File: src/rtl/ccsm_pkg.sv
package ccsm_pkg;

    localparam int FRAME_W = 16;
    localparam int REG_W   = 5;
    localparam int DATA_W  = 8;

    localparam logic [1:0] DEV_ADDR = 2'b10;
    localparam logic       WR_FLAG  = 1'b1;

    typedef enum logic [2:0] {
        ST_IDLE,
        ST_LEAD,
        ST_SELECT,
        ST_CLK_LO,
        ST_DAT_SET,
        ST_CLK_HI,
        ST_TRAIL
    } ccsm_state_e;

    function automatic logic [FRAME_W-1:0] build_frame(
        input logic [REG_W-1:0]  reg_addr,
        input logic [DATA_W-1:0] wr_byte
    );
        return {DEV_ADDR, WR_FLAG, reg_addr, wr_byte};
    endfunction

endpackage

File: src/rtl/ccsm_phase_timer.sv
module ccsm_phase_timer #(
    parameter int PHASE_CYC = 4
) (
    input  logic clk,
    input  logic rst_n,
    input  logic hold,
    output logic phase_end
);
    localparam int CW = (PHASE_CYC > 1) ? $clog2(PHASE_CYC) : 1;
    localparam logic [CW-1:0] LAST = CW'(PHASE_CYC - 1);

    logic [CW-1:0] cnt_q;

    assign phase_end = (cnt_q == LAST);

    always_ff @(posedge clk or negedge rst_n) begin
        if (!rst_n) begin
            cnt_q <= '0;
        end else if (hold || phase_end) begin
            cnt_q <= '0;
        end else begin
            cnt_q <= cnt_q + 1'b1;
        end
    end
endmodule

File: src/rtl/ccsm_frame_shift.sv
module ccsm_frame_shift #(
    parameter int FRAME_W = 16
) (
    input  logic               clk,
    input  logic               rst_n,
    input  logic               load,
    input  logic [FRAME_W-1:0] frame_in,
    input  logic               shift,
    output logic               msb,
    output logic               last
);
    localparam int BCW = $clog2(FRAME_W);
    localparam logic [BCW-1:0] LAST_BIT = BCW'(FRAME_W - 1);

    logic [FRAME_W-1:0] sr_q;
    logic [BCW-1:0]     bcnt_q;

    assign msb  = sr_q[FRAME_W-1];
    assign last = (bcnt_q == LAST_BIT);

    always_ff @(posedge clk or negedge rst_n) begin
        if (!rst_n) begin
            sr_q   <= '0;
            bcnt_q <= '0;
        end else if (load) begin
            sr_q   <= frame_in;
            bcnt_q <= '0;
        end else if (shift) begin
            sr_q   <= {sr_q[FRAME_W-2:0], 1'b0};
            bcnt_q <= bcnt_q + 1'b1;
        end
    end
endmodule

File: src/rtl/codec_ctl_ser_master.sv
module codec_ctl_ser_master
    import ccsm_pkg::*;
#(
    parameter int PHASE_CYC = 4,
    parameter int IDX_W     = 3,
    parameter int MAX_CHIP  = 3
) (
    input  logic              clk,
    input  logic              rst_n,
    input  logic              req_valid,
    output logic              req_ready,
    input  logic [IDX_W-1:0]  req_chip,
    input  logic [REG_W-1:0]  req_reg,
    input  logic [DATA_W-1:0] req_data,
    output logic              xfer_done,
    output logic              req_err,
    output logic              ser_clk,
    output logic              ser_dat,
    output logic [1:0]        ser_cs_n
);
    localparam logic [IDX_W-1:0] MAX_IDX = IDX_W'(MAX_CHIP);
    localparam int N_CS = 2;

    ccsm_state_e state_q, nxt;

    logic accept, in_range, start, reject;
    logic phase_end, shift, bit_msb, bit_last;
    logic sel_q;
    logic clk_q, dat_q, done_q, err_q;
    logic [N_CS-1:0] cs_n_q;
    logic cs_active;

    assign req_ready = (state_q == ST_IDLE);
    assign accept    = req_valid && req_ready;
    assign in_range  = (req_chip <= MAX_IDX);
    assign start     = accept && in_range;
    assign reject    = accept && !in_range;
    assign shift     = (state_q == ST_CLK_HI) && phase_end;

    ccsm_phase_timer #(.PHASE_CYC(PHASE_CYC)) u_timer (
        .clk       (clk),
        .rst_n     (rst_n),
        .hold      (state_q == ST_IDLE),
        .phase_end (phase_end)
    );

    ccsm_frame_shift #(.FRAME_W(FRAME_W)) u_shift (
        .clk      (clk),
        .rst_n    (rst_n),
        .load     (start),
        .frame_in (build_frame(req_reg, req_data)),
        .shift    (shift),
        .msb      (bit_msb),
        .last     (bit_last)
    );

    always_comb begin
        nxt = state_q;
        unique case (state_q)
            ST_IDLE:    if (start)     nxt = ST_LEAD;
            ST_LEAD:    if (phase_end) nxt = ST_SELECT;
            ST_SELECT:  if (phase_end) nxt = ST_CLK_LO;
            ST_CLK_LO:  if (phase_end) nxt = ST_DAT_SET;
            ST_DAT_SET: if (phase_end) nxt = ST_CLK_HI;
            ST_CLK_HI:  if (phase_end) nxt = bit_last ? ST_TRAIL : ST_CLK_LO;
            ST_TRAIL:   if (phase_end) nxt = ST_IDLE;
            default:                   nxt = ST_IDLE;
        endcase
    end

    // State register
    always_ff @(posedge clk or negedge rst_n) begin
        if (!rst_n) begin
            state_q <= ST_IDLE;
            sel_q   <= 1'b0;
        end else begin
            state_q <= nxt;
            if (start) sel_q <= (req_chip != '0);
        end
    end

    assign cs_active = (nxt == ST_SELECT) || (nxt == ST_CLK_LO) ||
                       (nxt == ST_DAT_SET) || (nxt == ST_CLK_HI);

    // Output register, decoded from the next state
    always_ff @(posedge clk or negedge rst_n) begin
        if (!rst_n) begin
            clk_q  <= 1'b1;
            dat_q  <= 1'b1;
            cs_n_q <= '1;
            done_q <= 1'b0;
            err_q  <= 1'b0;
        end else begin
            clk_q  <= !((nxt == ST_CLK_LO) || (nxt == ST_DAT_SET));
            if (nxt == ST_DAT_SET) begin
                dat_q <= bit_msb;
            end else if ((nxt != ST_CLK_LO) && (nxt != ST_CLK_HI)) begin
                dat_q <= 1'b1;
            end
            for (int g = 0; g < N_CS; g++) begin
                cs_n_q[g] <= !(cs_active && (int'(sel_q) == g));
            end
            done_q <= (state_q == ST_TRAIL) && phase_end;
            err_q  <= reject;
        end
    end

    assign ser_clk   = clk_q;
    assign ser_dat   = dat_q;
    assign ser_cs_n  = cs_n_q;
    assign xfer_done = done_q;
    assign req_err   = err_q;
endmodule

File: config.mk
export PLATFORM = sky130hd
export DESIGN_NAME = codec_ctl_ser_master
export DESIGN_NICKNAME = d
export VERILOG_FILES = /design/src/rtl/ccsm_pkg.sv /design/src/rtl/ccsm_phase_timer.sv /design/src/rtl/ccsm_frame_shift.sv /design/src/rtl/codec_ctl_ser_master.sv
export SDC_FILE = /design/constraint.sdc
export NUM_CORES = 1
export LEC_CHECK = 0
export ABC_CLOCK_PERIOD_IN_PS = 3600
export CAP_MARGIN = 25
export CORE_ASPECT_RATIO = 1.75
export CORE_MARGIN = 5
export CORE_UTILIZATION = 35
export DETAILED_ROUTE_END_ITERATION = 16
export DONT_BUFFER_PORTS = 1
export PLACE_DENSITY = 0.55
export SETUP_SLACK_MARGIN = 0.3
export SLEW_MARGIN = 25
export SYNTH_ARGS = -nofsm -noshare
export SYNTH_HDL_FRONTEND = slang
export SYNTH_SLANG_ARGS = --single-unit
export TNS_END_PERCENT = 50
File: constraint.sdc
create_clock -name clk -period 3.6 [get_ports clk]
set_input_delay 0.72 -clock clk [delete_from_list [all_inputs] [get_ports clk]]
set_output_delay 0.72 -clock clk [all_outputs]
set_load 0.02 [all_outputs]
==> run_results.csv <==
group,metric,value,unit
clock_network,cts_hold_buf,0,
critical_path,r2r_slack,1640,ps
logic_synthesis,ys_top_cells_by_count,"33 x nand2_1, 28 x dfrtp_1, 12 x a22oi_1, 8 x mux2i_1, 8 x nor2_1",
finish,area_growth,5.685,%
critical_path,path_max_fanout,10,
logic_synthesis,postSynthAreaPerCell,10.68,sq um
detailed_routing,routed_wl,2670,um
clock_network,cts_sinks,32,
critical_path,path_buf_inv,0,
detailed_routing,viasPerCell,5.103,
critical_path,end_kind,"output pin",
timing,finalCritPeriodShare,54.74,%
global_routing,grt_start_max_net_pins,33,
critical_path,cp_slowest_stage_delay,500,ps
clock_network,numCtsBuffers,5,
clock_network,path_clk_slew,60,ps
global_routing,grt-ovfl-total,0,
finish,n_antenna_cell,0,
logic_synthesis,synth.most_common_cell,"nand2_1",
floorplan,rows,31,
clock_network,cts_root_buf,"clkbuf_8",
pwr,leakage,0.7179,nW
timing,fin_crit,1971,ps
logic_synthesis,synthesis.instances,136,
logic_synthesis,synthTopCellsByArea,"dfrtp_1 48%, nand2_1 8.5%, dfstp_2 7.2%, a22oi_1 6.2%, mux2i_1 5.5%",
detailed_routing,via_count,939,
clock_network,clockBufferDepth,2,
floorplan,die_y,95.23,um
pwr,total_power,0.001189,W
clock_network,insertion_delay,280,ps
logic_synthesis,synth_top_flop_cell,"dfrtp_1",
floorplan,pin_count,26,
timing,setup_tns,0,ps
timing,max_freq,507.4,MHz
clock_network,post-cts-setup-buffer-count,0,
timing,tightest_slew,622.0,ps
detailed_routing,wl_per_cell,14.51,um
detailed_routing,postRouteAntennaNets,0,
critical_path,worst_setup_path_start_kind,"flip-flop",
detailed_routing,first_pass_iters,4,
logic_synthesis,async_reset_ff_share,100.0,%
logic_synthesis,ys_types,33,
timing,slew_headroom,58.53,%
job,cap_violations,0,
detailed_routing,drc,0,
floorplan,start_util,35.67,%
critical_path,crit_slowest_cell,"dfrtp_1",
pwr,power.density,774.4,nW/um^2
detailed_routing,drt_iter0_markers,22,
global_routing,grt_usage,10.73,%
timing,hold_viol_final,0,
critical_path,worstPathArrival,1250,ps
floorplan,die_w,58.70,um
logic_synthesis,postSynthNetCount,157,
placement,hpwlAfterDp,1919,um
clock_network,h-tree-depth,2,
hold_path,holdCritPathClass,"primary input to async pin",
finish,nets,156,
logic_synthesis,synth_seq_area_share,55.47,%
clock_network,ctsResizeCount,0,
global_routing,antenna_found_initial,0,
logic_synthesis,yosysWarnings,0,
pwr,ir_worst_vdd,352.0,uV
placement,portBuffers,0,
global_routing,grt_pass1_wl,4519,um
finish,fill_cells,408,
timing,skew,4.136,ps
logic_synthesis,synth_top_area_cell,"dfrtp_1",
placement,place.gp.congestion,0.7070,
floorplan,dieArea,5590,sq um
logic_synthesis,synth-edff-count,0,
timing,rsz0062_at_grt,"false",
timing,setup_viol,0,
finish,drive_gt1_share,11.11,%
critical_path,required,2880,ps
status,status,"finished clean",
timing,slew_viol_final,0,
critical_path,cp_cell_sequence,"nor3_4",
global_routing,grt_pass1_vias,1001,
logic_synthesis,netlist_area,1453,sq um
clock_network,cts_tree,"yes",
logic_synthesis,synth_top_area_share,48.23,%
timing,timing.hold.ws,132.1,ps
critical_path,critPathKind,"flip-flop to output pin",
critical_path,crit_family,"flip-flops",
logic_synthesis,ys_ff_latch,32,
floorplan,core,4073,sq um
[area by class of cell]
type | instances | area, sq um | share of cell area, %
Sequential cell | 32 | 805.8 | 52.49
Multi-Input combinational cell | 92 | 571.8 | 37.25
Clock buffer | 6 | 72.57 | 4.727
Tap cell | 49 | 61.31 | 3.993
Inverter | 3 | 11.26 | 0.7335
Timing Repair Buffer | 1 | 7.507 | 0.4890
Clock inverter | 1 | 5.005 | 0.3260
[per-layer routing]
metal | part of all wire [%] | global-route usage [%] | vias up
li1 | - | - | 463
met1 | 39 | 11.79 | 447
met2 | 54 | 18.10 | 23
met3 | 5.5 | 3.794 | 6
met4 | 2.1 | 5.104 | 0
met5 | 0 | 0 | -
[cell families (layout without fill, tap and decap cells)]
group	count (synthesis)	after routing	synth area share [%]
AO/OA/AOI/OAI	21	21	11.03
multiplexers	8	8	5.513
buffers and inverters	12	11	5.599
adder cells (fa/ha/maj)	3	3	2.411
XOR/XNOR	3	3	1.809
AND/OR/NAND/NOR	57	57	18.18
flip-flops	32	32	55.47
[sequential cells by signal (all words and copies together) (netlist names)]
| register | count |
|---|---|
| ser_dat | 1 |
| u_timer.cnt_q | 2 |
| sel_q | 1 |
| req_err | 1 |
| u_shift.bcnt_q | 4 |
| xfer_done | 1 |
| ser_cs_n | 2 |
| u_shift.sr_q | 16 |
| ser_clk | 1 |
| state_q | 3 |
[final timing paths]
kind,start,end,depth (start not counted)
setup reg to reg,state_q[2],u_shift.sr_q[12],4
min in group clk,sel_q,ser_cs_n[1],1
setup / recovery,state_q[2],req_ready,1
hold reg to reg,sel_q,ser_cs_n[1],1
hold / removal,rst_n,sel_q,0
max in group asynchronous,rst_n,ser_dat,0
[metrics by stage]
| step | util, % | area [sq um] | cells | setup slack [ps] |
|---|---|---|---|---|
| floorplan | - | 1453 | 136 | 2039 |
| global placement | 35.64 | 1451 | 177 | 1439 |
| detailed placement | 35.64 | 1451 | 177 | 1328 |
| CTS | 37.54 | 1529 | 184 | 1304 |
| global route | 37.70 | 1535 | 184 | 1410 |
| finish | 37.70 | 1535 | 184 | 1629 |
[cells in the final DEF (no fill, tap or decap)]
cell type,instances
a211o_1,1
a22o_1,1
a22oi_1,12
a31oi_2,1
a41oi_1,1
and3_1,3
and4b_1,1
buf_4,1
clkbuf_1,1
clkbuf_8,5
clkinv_2,1
dfrtp_1,28
dfstp_2,4
ha_1,2
inv_1,3
maj3_1,1
mux2i_1,8
nand2_1,33
nand3_1,3
nand4_1,1
nor2_1,8
nor2b_1,1
nor3_1,2
nor3_4,1
nor3b_1,1
nor4_1,1
o211ai_1,2
o21ai_0,1
o21ai_2,1
o221ai_1,1
or2_2,1
or2b_1,1
xnor2_1,1
xor2_1,2
[where the power goes]
part / total (W) / switching (W) / internal [W]
logic: 0.000309 / 0.000171 / 0.000138
clock network: 0.000252 / 0.000121 / 0.000131
registers: 0.000628 / 0.000125 / 0.000503
Power figures use the tool's default switching activity.
